$ cat config.mk
export PLATFORM = sky130hd
export DESIGN_NAME = nv_xfer_ctrl
export DESIGN_NICKNAME = d
export VERILOG_FILES = /design/src/rtl/nv_xfer_pkg.sv /design/src/rtl/nv_xfer_fsm.sv /design/src/rtl/nv_wr_gate.sv /design/src/rtl/nv_mode_bits.sv /design/src/rtl/nv_xfer_ctrl.sv
export SDC_FILE = /design/constraint.sdc
export NUM_CORES = 1
export LEC_CHECK = 0
export ABC_AREA = 1
export BUFFER_PORTS_ARGS = -buffer_cell sky130_fd_sc_hd__buf_2
export CORE_UTILIZATION = 45
export CTS_CLUSTER_DIAMETER = 200
export DETAILED_ROUTE_END_ITERATION = 16
export GPL_ROUTABILITY_DRIVEN = 0
export MAX_ROUTING_LAYER = met4
export PLACE_DENSITY = 0.74
export SETUP_SLACK_MARGIN = 0.05
export SLEW_MARGIN = 10
export SYNTH_ARGS = -nofsm -noshare
export SYNTH_HDL_FRONTEND = slang
export SYNTH_SLANG_ARGS = --single-unit
$ cat constraint.sdc
create_clock -name clk -period 3.5 [get_ports clk]
set_input_delay 0.7 -clock clk [delete_from_list [all_inputs] [get_ports clk]]
set_output_delay 0.7 -clock clk [all_outputs]
set_load 0.01 [all_outputs]
$ cat src/rtl/nv_xfer_pkg.sv
package nv_xfer_pkg;

    typedef enum logic [2:0] {
        NV_OFF,
        NV_RECALL,
        NV_IDLE,
        NV_GRACE,
        NV_STORE,
        NV_HOLD
    } nv_state_e;

    typedef struct packed {
        logic store_done;
        logic recall_done;
        logic manual;
    } nv_done_t;

    function automatic int nv_max4(input int a, input int b, input int c, input int d);
        int m;
        m = a;
        if (b > m) m = b;
        if (c > m) m = c;
        if (d > m) m = d;
        return m;
    endfunction

    // bits needed to hold t-1
    function automatic int nv_cnt_bits(input int t);
        return (t < 3) ? 1 : $clog2(t);
    endfunction

endpackage

$ cat src/rtl/nv_xfer_fsm.sv
module nv_xfer_fsm
    import nv_xfer_pkg::*;
#(
    parameter int T_STORE   = 750000,
    parameter int T_HRECALL = 1000000,
    parameter int T_SRECALL = 5000,
    parameter int T_GRACE   = 3500
) (
    input  logic      clk,
    input  logic      rst,
    input  logic      pwr_ok,
    input  logic      hw_req_n,
    input  logic      sw_store,
    input  logic      sw_recall,
    input  logic      dirty,
    input  logic      auto_en,
    output nv_state_e state,
    output nv_done_t  done,
    output logic      cfg_ok
);
    localparam int CW = nv_cnt_bits(nv_max4(T_STORE, T_HRECALL, T_SRECALL, T_GRACE));

    nv_state_e       state_q, state_d;
    logic [CW-1:0]   cnt_q, cnt_d;
    logic            manual_q, manual_d;
    logic            rcl_pend_q;
    logic            tz;

    assign tz = (cnt_q == '0);

    always_comb begin
        state_d  = state_q;
        cnt_d    = cnt_q;
        manual_d = manual_q;
        if (!tz && (state_q == NV_RECALL || state_q == NV_GRACE || state_q == NV_STORE))
            cnt_d = cnt_q - CW'(1);
        case (state_q)
            NV_OFF: begin
                if (pwr_ok) begin
                    state_d = NV_RECALL;
                    cnt_d   = CW'(T_HRECALL - 1);
                end
            end
            NV_RECALL: begin
                if (!pwr_ok)  state_d = NV_OFF;
                else if (tz)  state_d = NV_IDLE;
            end
            NV_IDLE: begin
                if (!pwr_ok) begin
                    if (auto_en && dirty) begin
                        state_d  = NV_STORE;
                        cnt_d    = CW'(T_STORE - 1);
                        manual_d = 1'b0;
                    end else begin
                        state_d = NV_OFF;
                    end
                end else if (!hw_req_n) begin
                    if (dirty) begin
                        state_d = NV_GRACE;
                        cnt_d   = CW'(T_GRACE - 1);
                    end
                end else if (sw_store) begin
                    state_d  = NV_STORE;
                    cnt_d    = CW'(T_STORE - 1);
                    manual_d = 1'b1;
                end else if (sw_recall) begin
                    state_d = NV_RECALL;
                    cnt_d   = CW'(T_SRECALL - 1);
                end
            end
            NV_GRACE: begin
                if (tz) begin
                    state_d  = NV_STORE;
                    cnt_d    = CW'(T_STORE - 1);
                    manual_d = 1'b1;
                end
            end
            NV_STORE: begin
                if (tz) begin
                    if (rcl_pend_q || !pwr_ok) state_d = NV_OFF;
                    else if (!hw_req_n)        state_d = NV_HOLD;
                    else                       state_d = NV_IDLE;
                end
            end
            NV_HOLD: begin
                if (!pwr_ok)       state_d = NV_OFF;
                else if (hw_req_n) state_d = NV_IDLE;
            end
            default: state_d = NV_OFF;
        endcase
    end

    always_ff @(posedge clk) begin
        if (rst) begin
            state_q    <= NV_OFF;
            cnt_q      <= '0;
            manual_q   <= 1'b0;
            rcl_pend_q <= 1'b1;
        end else begin
            state_q  <= state_d;
            cnt_q    <= cnt_d;
            manual_q <= manual_d;
            if (!pwr_ok)                 rcl_pend_q <= 1'b1;
            else if (state_q == NV_OFF)  rcl_pend_q <= 1'b0;
        end
    end

    assign state            = state_q;
    assign done.store_done  = (state_q == NV_STORE) && tz;
    assign done.recall_done = (state_q == NV_RECALL) && tz && pwr_ok;
    assign done.manual      = manual_q;
    assign cfg_ok           = (state_q == NV_IDLE) && pwr_ok && hw_req_n && !sw_store && !sw_recall;

endmodule

$ cat src/rtl/nv_wr_gate.sv
module nv_wr_gate
    import nv_xfer_pkg::*;
(
    input  logic     clk,
    input  logic     rst,
    input  logic     access_ok,
    input  logic     hw_req_n,
    input  logic     ce_n,
    input  logic     we_n,
    input  nv_done_t done,
    output logic     rd_en,
    output logic     wr_en,
    output logic     dirty
);
    logic wr_act, wr_start;
    logic wr_prev_q, wr_ok_q, dirty_q;

    assign wr_act   = !ce_n && !we_n;
    assign wr_start = wr_act && !wr_prev_q;
    // an ongoing granted write continues; a new one needs a fresh edge and the pin high
    assign wr_en    = access_ok && wr_act && (wr_ok_q || (wr_start && hw_req_n));
    assign rd_en    = access_ok && !ce_n && we_n;

    always_ff @(posedge clk) begin
        if (rst) begin
            wr_prev_q <= 1'b1;
            wr_ok_q   <= 1'b0;
            dirty_q   <= 1'b0;
        end else begin
            wr_prev_q <= wr_act;
            wr_ok_q   <= wr_en;
            if (done.store_done || done.recall_done) dirty_q <= 1'b0;
            else if (wr_en)                          dirty_q <= 1'b1;
        end
    end

    assign dirty = dirty_q;

endmodule

$ cat src/rtl/nv_mode_bits.sv
module nv_mode_bits
    import nv_xfer_pkg::*;
(
    input  logic     clk,
    input  logic     rst,
    input  logic     cfg_ok,
    input  logic     sw_auto_on,
    input  logic     sw_auto_off,
    input  nv_done_t done,
    output logic     auto_en
);
    logic en_q, saved_q;

    always_ff @(posedge clk) begin
        if (rst) begin
            en_q    <= 1'b1;
            saved_q <= 1'b1;
        end else begin
            if (done.recall_done)            en_q <= saved_q;
            else if (cfg_ok && sw_auto_off)  en_q <= 1'b0;
            else if (cfg_ok && sw_auto_on)   en_q <= 1'b1;
            if (done.store_done && done.manual) saved_q <= en_q;
        end
    end

    assign auto_en = en_q;

endmodule

$ cat src/rtl/nv_xfer_ctrl.sv
module nv_xfer_ctrl
    import nv_xfer_pkg::*;
#(
    parameter int T_STORE   = 750000,
    parameter int T_HRECALL = 1000000,
    parameter int T_SRECALL = 5000,
    parameter int T_GRACE   = 3500
) (
    input  logic clk,
    input  logic rst,
    input  logic pwr_ok,
    input  logic hw_req_n,
    input  logic ce_n,
    input  logic we_n,
    input  logic sw_store,
    input  logic sw_recall,
    input  logic sw_auto_on,
    input  logic sw_auto_off,
    output logic busy_n,
    output logic recall_act,
    output logic xfer_done,
    output logic rd_en,
    output logic wr_en
);
    nv_state_e state;
    nv_done_t  done;
    logic      cfg_ok, dirty, auto_en, access_ok;

    nv_xfer_fsm #(
        .T_STORE   (T_STORE),
        .T_HRECALL (T_HRECALL),
        .T_SRECALL (T_SRECALL),
        .T_GRACE   (T_GRACE)
    ) u_fsm (
        .clk       (clk),
        .rst       (rst),
        .pwr_ok    (pwr_ok),
        .hw_req_n  (hw_req_n),
        .sw_store  (sw_store),
        .sw_recall (sw_recall),
        .dirty     (dirty),
        .auto_en   (auto_en),
        .state     (state),
        .done      (done),
        .cfg_ok    (cfg_ok)
    );

    assign access_ok = pwr_ok && (state == NV_IDLE || state == NV_GRACE);

    nv_wr_gate u_gate (
        .clk       (clk),
        .rst       (rst),
        .access_ok (access_ok),
        .hw_req_n  (hw_req_n),
        .ce_n      (ce_n),
        .we_n      (we_n),
        .done      (done),
        .rd_en     (rd_en),
        .wr_en     (wr_en),
        .dirty     (dirty)
    );

    nv_mode_bits u_mode (
        .clk         (clk),
        .rst         (rst),
        .cfg_ok      (cfg_ok),
        .sw_auto_on  (sw_auto_on),
        .sw_auto_off (sw_auto_off),
        .done        (done),
        .auto_en     (auto_en)
    );

    assign busy_n     = (state != NV_STORE);
    assign recall_act = (state == NV_RECALL);
    assign xfer_done  = done.store_done || done.recall_done;

endmodule

==> run summary <==
The die covers 0.00491 mm². Setup repair after global routing left no endpoint under its margin. The worst slew margin relative to its limit was 0.568. The path type of the worst setup path is reg -> out. STA puts the critical path data required time at 2.80 ns.

The number of diodes came out at 0. The number of antenna violations at the first check in global routing was 0. Post-CTS repair changed the size of 0 cells.

The floorplan has 24 rows. The proportion of total power due to net switching was 0.519; the die span in x was 70.1 µm. For this design the ratio of total power to cell area is 1010 mW/mm². Global routing finished with a remaining overflow of 0. The vertical extent of the die was 70.1 µm; the max-slew violation count was 0. During placement, the flow inserted port buffers numbering 14. The post-route antenna net violation count was 0.

For flop-to-flop paths, the worst setup slack is 1.40 ns. TritonCTS built the clock tree. The post-synthesis area per instance works out to 6.08 µm².

Across all hold checks on the routed design, the worst slack comes to 0.492 ns. The most common cell in the synthesized netlist is sky130_fd_sc_hd__nand2_1. The startpoint identified for the worst hold timing path is u_mode.saved_q.

From synthesis to final layout, the design area changed by 8.64%. In this run, synthesis inferred 0 flip-flops with an integrated enable. The share of the synthesized area in the top cell type is 0.288, and the clock-pin slew of the registers on the worst-case setup and hold paths is 0.06 ns. The number of instances on the worst hold path is 2, and the total I/O pin count is 15. The relative contribution of combinational cells to total power is 0.627, and the worst-case vdd ir drop is 431 µV. The run gives 0 as the final-report setup violation count. The clock reaches the later pin of the worst-skew pair after 0.29 ns. The cell area that synthesis handed to floorplanning was 0.00209 mm². For the count of yosys warnings during synthesis, the log shows 0. The startpoint identified for the worst register-to-register timing path is u_fsm.cnt_q[0].

The starting utilization of the core area was 0.473; the number of filler cells placed in the layout was 472. The post-layout minimum cycle time is 2.48 ns, and the wire length of the first global-routing pass is 9110 µm. The tools report the startpoint kind of the worst setup timing path as a flip-flop. Yosys attributes the largest share of cell area to sky130_fd_sc_hd__dfxtp_1, sky130_fd_sc_hd__nand2_1, sky130_fd_sc_hd__nor2_1. Summed over all nets, the half-perimeter wirelength after detailed placement is 4140 µm.

The tree built by TritonCTS fans out to 30 sinks. The via count of the first global-routing pass was 2,085. The H-tree generated during clock tree synthesis spans 2 levels. The run gives 1.19 nW as the static leakage power. Dividing the detail-routed via count by the number of cells gives 5.33. The post-synthesis sequential element count was 30. The tools report the sequential group share of total power as 0.251. The most used flip-flop cell after synthesis is sky130_fd_sc_hd__dfxtp_1. Dividing the detail-routed wire length by the instance count gives 13.0 µm. The cell at the root of the clock tree was sky130_fd_sc_hd__clkbuf_8. In this run, CTS created clock tree buffers numbering 5.

The logs give 0.122 for the clock share of power and 5330 µm for the sum of routed wire length over all layers. After the last flow step, the layout net total stands at 371. Type of destination of the critical path: an output pin. Data on the critical path arrives at its endpoint at 1.78 ns. Portion of the clock cycle consumed by the worst path in the final layout: 0.708. The tools report the sum of negative setup slack as 0 ns. The number of buffers on the longest clock path is 2. Yosys mapped the design onto 32 distinct sky130hd cell types. The run finished with clean final reports. The tightest min-delay check is of the reg -> reg type. The region available for standard cell placement spans 0.00441 mm². The final count of hold timing violations came out at 0.

The biggest area contributor in the post-synthesis netlist is sky130_fd_sc_hd__dfxtp_1. After detailed routing, the number of remaining DRC violations is 0. The logs give 23 for the pin count of the biggest net entering global routing and 343 for the number of cells produced by synthesis. Ranked by instance count, the synthesized netlist is headed by sky130_fd_sc_hd__nand2_1, sky130_fd_sc_hd__nor2_1, sky130_fd_sc_hd__inv_1. The fraction of final layout cells sized beyond drive strength 1 is 0.0978. The internal portion of the total power is 1.10 mW. The first detailed-routing pass ran for 4 iterations. The run gives 0.242 as the all-layer global routing usage.

For the worst flop-to-flop path, the logic depth is 10. The end point of the worst hold path is u_mode.saved_q. The maximum fanout encountered on the critical timing path works out to 4.

The tools report the highest attainable clock frequency as 0.404 GHz. Buffers inserted to repair hold after CTS numbered 0. The worst register-to-register path ends at u_fsm.cnt_q[10]. For the pin with the worst max-slew slack, the measured transition is 0.641 ns.

The routed via count came out at 2,185. The fraction of synthesis flops using an asynchronous set or reset pin works out to 0. The clock arrives with 0.00877 ns of skew.

Max-cap violations in this run came to 0. Once the clock tree was built, the setup fixing pass inserted 0 buffers. When the netlist entered floorplanning its net count stood at 355.

In this run the power spent charging and discharging nets is 1.19 mW. The portion of the post-synthesis area used by sequential elements was 0.288. The violation count after the first detailed-routing iteration came out at 236.
## state kept, by name (all words and copies together) (netlist names)
signal            count
u_gate.wr_prev_q      1
u_fsm.state           3
u_fsm.rcl_pend_q      1
u_fsm.manual_q        1
u_mode.auto_en        1
u_mode.saved_q        1
u_gate.wr_ok_q        1
u_fsm.cnt_q          20
u_gate.dirty          1
## metrics by stage
step                      cells  utilization  setup slack, ns  power, mW  instance area (µm²)
after global placement      404        0.495             1.35       1.99                 2180
after detailed placement    404        0.495             1.35       2.00                 2180
after CTS                   410        0.513             1.03       2.28                 2270
after global routing        410        0.513            0.947       2.54                 2270
after floorplan             343            -             1.56       1.72                 2090
final                       410        0.513             1.02       2.30                 2270
## worst max-delay path: stages (launching register included)
cell	delay, ns
sky130_fd_sc_hd__dfxtp_1	0.43
sky130_fd_sc_hd__inv_2	0.08
sky130_fd_sc_hd__nor2_1	0.18
sky130_fd_sc_hd__nand2_1	0.14
sky130_fd_sc_hd__inv_1	0.11
sky130_fd_sc_hd__nand2_1	0.09
sky130_fd_sc_hd__nand2_1	0.09
sky130_fd_sc_hd__and3_1	0.22
sky130_fd_sc_hd__buf_2	0.15
## cell families after synthesis
group,Yosys count,share of synthesized area
buffers and inverters,49,0.0984
adder cells (fa/ha/maj),2,0.0120
XOR/XNOR,10,0.0420
AND/OR/NAND/NOR,207,0.451
flip-flops,30,0.288
AO/OA/AOI/OAI,45,0.109
## metal layers
layer	part of all wire	global-route usage	vias up
li1	-	-	1131
met2	0.46	0.400	66
met3	0.045	0.0346	15
met4	0.030	0.109	0
met1	0.46	0.291	973
met5	0	-	-
## power by group through the flow
| stage | combinational (mW) | sequential (mW) | clock [mW] |
|---|---|---|---|
| 4_1_cts | 1.42 | 0.576 | 0.286 |
| 3_5_place_dp | 1.41 | 0.584 | 0 |
| 3_3_place_gp | 1.41 | 0.579 | 0 |
| 2_1_floorplan | 1.17 | 0.553 | 0 |
| 6_report | 1.44 | 0.577 | 0.281 |
| 5_1_grt | 1.65 | 0.592 | 0.302 |
## worst max path at each step
stage / from / to / slack, ns / cells after the start
after floorplan: pwr_ok / rd_en / 1.56 / 3
after global placement: u_fsm.state[0] / xfer_done / 1.35 / 8
after detailed placement: u_fsm.state[0] / xfer_done / 1.35 / 8
after CTS: u_fsm.state[0] / xfer_done / 1.03 / 8
after global routing: u_fsm.state[0] / xfer_done / 0.95 / 8
final: u_fsm.state[0] / xfer_done / 1.02 / 8
## layout make-up
cell class                      instances  area, µm²  area share
Inverter                               44        168      0.0740
Tap cell                               52       65.1      0.0287
Timing Repair Buffer                   14       70.1      0.0309
Clock buffer                            6       82.6      0.0364
Multi-Input combinational cell        264       1280       0.565
Sequential cell                        30        601       0.265
## placed cells by master (no fill, tap or decap), types with 2 or more instances in the layout
master / count
sky130_fd_sc_hd__a21oi_1: 25
sky130_fd_sc_hd__buf_2: 14
sky130_fd_sc_hd__nor3b_1: 2
sky130_fd_sc_hd__nor2_1: 63
sky130_fd_sc_hd__or2_2: 2
sky130_fd_sc_hd__inv_2: 3
sky130_fd_sc_hd__nand2_1: 80
sky130_fd_sc_hd__nand3_2: 3
sky130_fd_sc_hd__clkbuf_8: 6
sky130_fd_sc_hd__nand2_4: 2
sky130_fd_sc_hd__nor3_1: 11
sky130_fd_sc_hd__o21ai_0: 18
sky130_fd_sc_hd__xor2_1: 9
sky130_fd_sc_hd__dfxtp_1: 30
sky130_fd_sc_hd__nor4_1: 2
sky130_fd_sc_hd__nand3b_1: 2
sky130_fd_sc_hd__nand4_1: 6
sky130_fd_sc_hd__inv_1: 40
sky130_fd_sc_hd__nand3_1: 28
sky130_fd_sc_hd__ha_1: 2
No activity file was read; power rests on OpenSTA's default activity.
